`src/rtl/dsc_pkg.sv`:
```
package dsc_pkg;

    typedef enum logic [2:0] {
        OP_HOLD  = 3'd0,
        OP_INC   = 3'd1,
        OP_DEC   = 3'd2,
        OP_LOAD  = 3'd3,
        OP_CLEAR = 3'd4
    } op_e;

    typedef struct packed {
        logic level;
        logic rise;
    } strobe_t;

    // Clear beats load, load beats strobes. A strobe edge counts only while
    // the opposite strobe rests HIGH and has no edge of its own.
    function automatic op_e pick_op(input logic clr,
                                    input logic load_n,
                                    input strobe_t up,
                                    input strobe_t dn);
        op_e op;
        if (clr)
            op = OP_CLEAR;
        else if (!load_n)
            op = OP_LOAD;
        else if (up.rise && !dn.rise && dn.level)
            op = OP_INC;
        else if (dn.rise && !up.rise && up.level)
            op = OP_DEC;
        else
            op = OP_HOLD;
        return op;
    endfunction

endpackage

```
`src/rtl/dsc_strobe_sync.sv`:
```
module dsc_strobe_sync
    import dsc_pkg::*;
#(
    parameter int STAGES = 2
) (
    input  logic    clk,
    input  logic    rst,
    input  logic    strb_in,
    output strobe_t strb_out
);

    logic [STAGES-1:0] chain;
    logic              prev;

    for (genvar i = 0; i < STAGES; i++) begin : g_stage
        if (i == 0) begin : g_first
            always_ff @(posedge clk) begin
                if (rst) chain[i] <= 1'b1;
                else     chain[i] <= strb_in;
            end
        end else begin : g_next
            always_ff @(posedge clk) begin
                if (rst) chain[i] <= 1'b1;
                else     chain[i] <= chain[i-1];
            end
        end
    end

    always_ff @(posedge clk) begin
        if (rst) prev <= 1'b1;
        else     prev <= chain[STAGES-1];
    end

    always_comb begin
        strb_out.level = chain[STAGES-1];
        strb_out.rise  = chain[STAGES-1] & ~prev;
    end

endmodule

```
`src/rtl/dsc_count_core.sv`:
```
module dsc_count_core
    import dsc_pkg::*;
#(
    parameter int WIDTH = 4
) (
    input  logic             clk,
    input  logic             rst,
    input  op_e              op,
    input  logic [WIDTH-1:0] din,
    output logic [WIDTH-1:0] count
);

    logic [WIDTH-1:0] next_count;

    always_comb begin
        unique case (op)
            OP_CLEAR: next_count = '0;
            OP_LOAD:  next_count = din;
            OP_INC:   next_count = count + WIDTH'(1);
            OP_DEC:   next_count = count - WIDTH'(1);
            default:  next_count = count;
        endcase
    end

    always_ff @(posedge clk) begin
        if (rst) count <= '0;
        else     count <= next_count;
    end

endmodule

```
`src/rtl/dsc_term_gen.sv`:
```
module dsc_term_gen #(
    parameter int WIDTH = 4
) (
    input  logic             clk,
    input  logic             rst,
    input  logic [WIDTH-1:0] count,
    input  logic             up_level,
    input  logic             dn_level,
    output logic             carry_n,
    output logic             borrow_n
);

    localparam logic [WIDTH-1:0] TOP = '1;

    logic at_top;
    logic at_zero;

    assign at_top  = (count == TOP);
    assign at_zero = (count == '0);

    always_ff @(posedge clk) begin
        if (rst) begin
            carry_n  <= 1'b1;
            borrow_n <= 1'b1;
        end else begin
            carry_n  <= ~(at_top  & ~up_level);
            borrow_n <= ~(at_zero & ~dn_level);
        end
    end

endmodule

```
`src/rtl/dual_strobe_counter.sv`:
```
module dual_strobe_counter
    import dsc_pkg::*;
#(
    parameter int WIDTH       = 4,
    parameter int SYNC_STAGES = 2
) (
    input  logic             clk,
    input  logic             rst,
    input  logic             clr,
    input  logic             load_n,
    input  logic [WIDTH-1:0] din,
    input  logic             up_strb,
    input  logic             dn_strb,
    output logic [WIDTH-1:0] count,
    output logic             carry_n,
    output logic             borrow_n
);

    strobe_t up_s;
    strobe_t dn_s;
    op_e     op;
    logic    up_rise;
    logic    dn_rise;

    dsc_strobe_sync #(.STAGES(SYNC_STAGES)) u_up_sync (
        .clk      (clk),
        .rst      (rst),
        .strb_in  (up_strb),
        .strb_out (up_s)
    );

    dsc_strobe_sync #(.STAGES(SYNC_STAGES)) u_dn_sync (
        .clk      (clk),
        .rst      (rst),
        .strb_in  (dn_strb),
        .strb_out (dn_s)
    );

    assign up_rise = up_s.rise;
    assign dn_rise = dn_s.rise;
    assign op      = pick_op(clr, load_n, up_s, dn_s);

    dsc_count_core #(.WIDTH(WIDTH)) u_core (
        .clk   (clk),
        .rst   (rst),
        .op    (op),
        .din   (din),
        .count (count)
    );

    dsc_term_gen #(.WIDTH(WIDTH)) u_term (
        .clk      (clk),
        .rst      (rst),
        .count    (count),
        .up_level (up_s.level),
        .dn_level (dn_s.level),
        .carry_n  (carry_n),
        .borrow_n (borrow_n)
    );

endmodule

```
`config.mk`:
```
export PLATFORM = sky130hd
export DESIGN_NAME = dual_strobe_counter
export DESIGN_NICKNAME = d
export VERILOG_FILES = /design/src/rtl/dsc_pkg.sv /design/src/rtl/dsc_strobe_sync.sv /design/src/rtl/dsc_count_core.sv /design/src/rtl/dsc_term_gen.sv /design/src/rtl/dual_strobe_counter.sv
export SDC_FILE = /design/constraint.sdc
export NUM_CORES = 1
export LEC_CHECK = 0
export ABC_AREA = 0
export BUFFER_PORTS_ARGS = -buffer_cell sky130_fd_sc_hd__clkbuf_2
export CORE_MARGIN = 4
export CORE_UTILIZATION = 43
export CTS_BUF_LIST = sky130_fd_sc_hd__clkbuf_16
export DETAILED_ROUTE_END_ITERATION = 10
export PLACE_DENSITY_LB_ADDON = 0.12
export RECOVER_POWER = 25
export SLEW_MARGIN = 20
export SYNTH_ARGS = -nofsm -noshare
export SYNTH_HDL_FRONTEND = slang
export SYNTH_SLANG_ARGS = --single-unit
```
`constraint.sdc`:
```
create_clock -name clk -period 1.68 [get_ports clk]
set_input_delay 0.084 -clock clk [delete_from_list [all_inputs] [get_ports clk]]
set_output_delay 0.084 -clock clk [all_outputs]
set_load 0.02 [all_outputs]
```
==> flow_summary.json <==
{
  "area_growth_pct": 43.8,
  "status": "finished clean",
  "synthDominantCellAreaShare_pct": 42.3,
  "detailed_place_hpwl_um": 849,
  "die_area_um2": 1970,
  "syn_avg_cell_area_um2": 10.9,
  "power_frac_seq_pct": 37.8,
  "grt_usage_pct": 13.8,
  "wl_met1_um": 511,
  "final_layout_size_suffix_gt1_share_pct": 52.6,
  "wl_per_cell_um": 12.3,
  "antenna_violations_before_repair": 0,
  "clkSlewWorstSetupHoldPaths_ps": 40,
  "postSynthRegisterBits": 12,
  "rows": 12,
  "die_w_um": 44.3,
  "ioPinCount": 16,
  "intPower_mw": 0.647,
  "crit_type": "register to register",
  "finish_stage_setup_viols": 0,
  "netSwitchingFraction_pct": 19.8,
  "post-route-cell-area_um2": 817,
  "timing.final.crit_period_ps": 1670,
  "dr.first_iter.drc_count": 1,
  "total_leakage_power_nw": 0.355,
  "cts-hold-fix-buffers": 0,
  "post_synthesis_instance_area_um2": 568,
  "netlist-cell-type-count": 27,
  "met3_layer_wire_length_in_the_routed_design_um": 90,
  "clkPwrFrac_pct": 53.3,
  "placement.io_buffers": 15,
  "postPlaceCellArea_um2": 701,
  "gr-total-overflow": 0,
  "netlist.top_cell.by_area": "sky130_fd_sc_hd__dfxtp_1",
  "worst_path_max_delay_cell": "sky130_fd_sc_hd__dfxtp_2",
  "initial_core_util_pct": 48.5,
  "crit_chain": "nand4b_4 -> nor3b_4 -> ha_1 -> a21o_1 -> a21oi_2 -> xor3_1 -> o32ai_2",
  "cp_num_buf_inv": 0,
  "place.gp.congestion": 0.722,
  "critical_path.startpoint_type": "register",
  "max_freq_ghz": 0.597,
  "antenna_left": 0,
  "vias_in_the_first_global_route": 437,
  "layoutNonFillerInstCount": 90,
  "data_required_critical_path_ps": 1830,
  "grt_first_pass_wirelength_um": 1880,
  "clk_path_buf_depth": 2,
  "power_density_nw_per_um2": 988,
  "synth_warnings": 0,
  "routed-wl-met2_um": 480,
  "finalCritPeriodShare_pct": 99.7,
  "top_layer_used": "met4",
  "rsz0062_at_grt": "true",
  "power.switching_mw": 0.160,
  "design_power_total_mw": 0.807,
  "synthCells": 52,
  "worstSkewPairLatency_ps": 240,
  "maximum_number_of_pins_on_one_net_before_global_route_repair": 12,
  "asyncSetResetFlopFracSynth_pct": 0,
  "first_pass_iters": 4,
  "vias": 459,
  "synth.top_cells.by_count": "sky130_fd_sc_hd__dfxtp_1 (12), sky130_fd_sc_hd__or2_2 (7), sky130_fd_sc_hd__a21oi_1 (3)",
  "finalWirelength_um": 1110,
  "finalMaxSlewViolations": 0,
  "maximum_fanout_encountered_on_the_critical_timing_path": 3,
  "vdd_ir_drop_max_v": 0.000603,
  "num-fill-cells": 88,
  "maxCapViolCount": 0,
  "cts.root.buffer_cell": "sky130_fd_sc_hd__clkbuf_16",
  "critical-path-max-stage-delay_ps": 340,
  "yosys.cell_count.top_type": "sky130_fd_sc_hd__dfxtp_1",
  "tritoncts_num_sinks": 12,
  "antenna_cells_inserted": 0,
  "fin_skew_ps": 2.09,
  "proportion_of_synthesized_chip_area_in_sequential_cells_pct": 42.3,
  "path_delay_family": "compound AO/OA/AOI/OAI gates",
  "synth-edff-count": 0,
  "drc": 0,
  "tightest_slew_ps": 309,
  "finalNetCount": 90,
  "die_height_um": 44.3,
  "placed_cells_incl_taps": 85,
  "finalHoldViolCount": 0,
  "worst_setup_path_end_kind": "register",
  "core-area_um2": 1170,
  "tns_ps": 0,
  "share_comb_of_total_power_pct": 8.9,
  "syn-num-nets": 65,
  "netlist_top_cells_area": "sky130_fd_sc_hd__dfxtp_1 (42%), sky130_fd_sc_hd__or2_2 (7.7%), sky130_fd_sc_hd__ha_1 (4.4%), sky130_fd_sc_hd__nand4b_4 (4.2%), sky130_fd_sc_hd__xor3_1 (4.2%)",
  "yosys_most_used_dff": "sky130_fd_sc_hd__dfxtp_1",
  "vias_per_cell": 5.10,
  "hold_path.class": "input port to register",
  "cp.arrival_ps": 1820,
  "cts_tree": "yes",
  "ctsHtreeMaxLevel": 1,
  "slew_headroom_pct": 79.2,
  "cts_buffers": 3
}
[cells by family after synthesis]
group | count (synthesis) | synth area share [%]
DFF | 12 | 42.3
xor gates and xnor gates | 3 | 7.27
and+or+nand+nor | 23 | 30.2
adders and majority gates | 3 | 7.93
AOI/OAI and AO/OA | 8 | 9.25
buffers and inverters | 2 | 1.32
muxes | 1 | 1.76
[repair_timing]
action	CTS	global route
pin swaps	1	2
setup endpoints to repair	1	2
gates resized for setup	1	3
setup buffers	0	1
[registers in the layout (all words and copies together) (netlist names)]
| register | cells |
|---|---|
| u_core.count | 4 |
| u_dn_sync.chain | 1 |
| u_dn_sync.prev | 1 |
| u_dn_sync.strb_out | 1 |
| u_term.borrow_n | 1 |
| u_term.carry_n | 1 |
| u_up_sync.chain | 1 |
| u_up_sync.prev | 1 |
| u_up_sync.strb_out | 1 |
[power groups by stage]
stage / logic [mW] / clock network, mW / registers, mW
after floorplan: 0.0312 / 0 / 0.314
after global placement: 0.0672 / 0 / 0.309
after detailed placement: 0.0672 / 0 / 0.309
after CTS: 0.0694 / 0.442 / 0.304
after global routing: 0.0782 / 0.470 / 0.306
final: 0.0717 / 0.431 / 0.305
[metal layers]
metal	global-route usage [%]	vias up
met5	0	-
met4	9.04	0
met3	5.28	4
met2	20.6	15
met1	16.2	202
li1	-	238
[path summary, 6_finish.rpt]
check	slack (ps)	end	startpoint	cells after the start
worst max-delay path	5	u_core.count[3]	u_up_sync.strb_out[1]	7
worst min-delay path	30	u_up_sync.chain[0]	up_strb	2
worst min register to register	400	u_dn_sync.strb_out[1]	u_dn_sync.chain[0]	1
worst max register to register	5	u_core.count[3]	u_up_sync.strb_out[1]	7
[per-stage QoR]
stage               util (%)  hold WS, ps  setup slack, ps
detailed placement      59.8          269            -5.86
finish                  69.8         25.9             5.40
global placement        59.8          267             30.6
CTS                     67.2         24.0            -9.09
global route            69.8         20.0            -80.0
floorplan                  -          188            -5.80
[cell type report]
class,count,area [µm²],area share (%)
Multi-Input combinational cell,38,354,43.3
Sequential cell,12,243,29.7
Timing Repair Buffer,21,120,14.7
Clock buffer,3,75.1,9.19
Tap cell,14,17.5,2.14
Clock inverter,1,3.75,0.459
Inverter,1,3.75,0.459
[cells in the final DEF, fill, tap and decap left out, types with 2 or more instances in the layout]
cell type	synthesis	routed
sky130_fd_sc_hd__clkbuf_2	0	15
sky130_fd_sc_hd__dfxtp_1	12	10
sky130_fd_sc_hd__or2_2	7	7
sky130_fd_sc_hd__buf_4	0	6
sky130_fd_sc_hd__clkbuf_16	0	3
sky130_fd_sc_hd__nand4_1	2	2
sky130_fd_sc_hd__nand3b_1	2	2
sky130_fd_sc_hd__a21oi_1	3	2
sky130_fd_sc_hd__or3_1	2	2
sky130_fd_sc_hd__a31oi_1	2	2
sky130_fd_sc_hd__dfxtp_2	0	2
No activity file was read; power rests on OpenSTA's default activity.
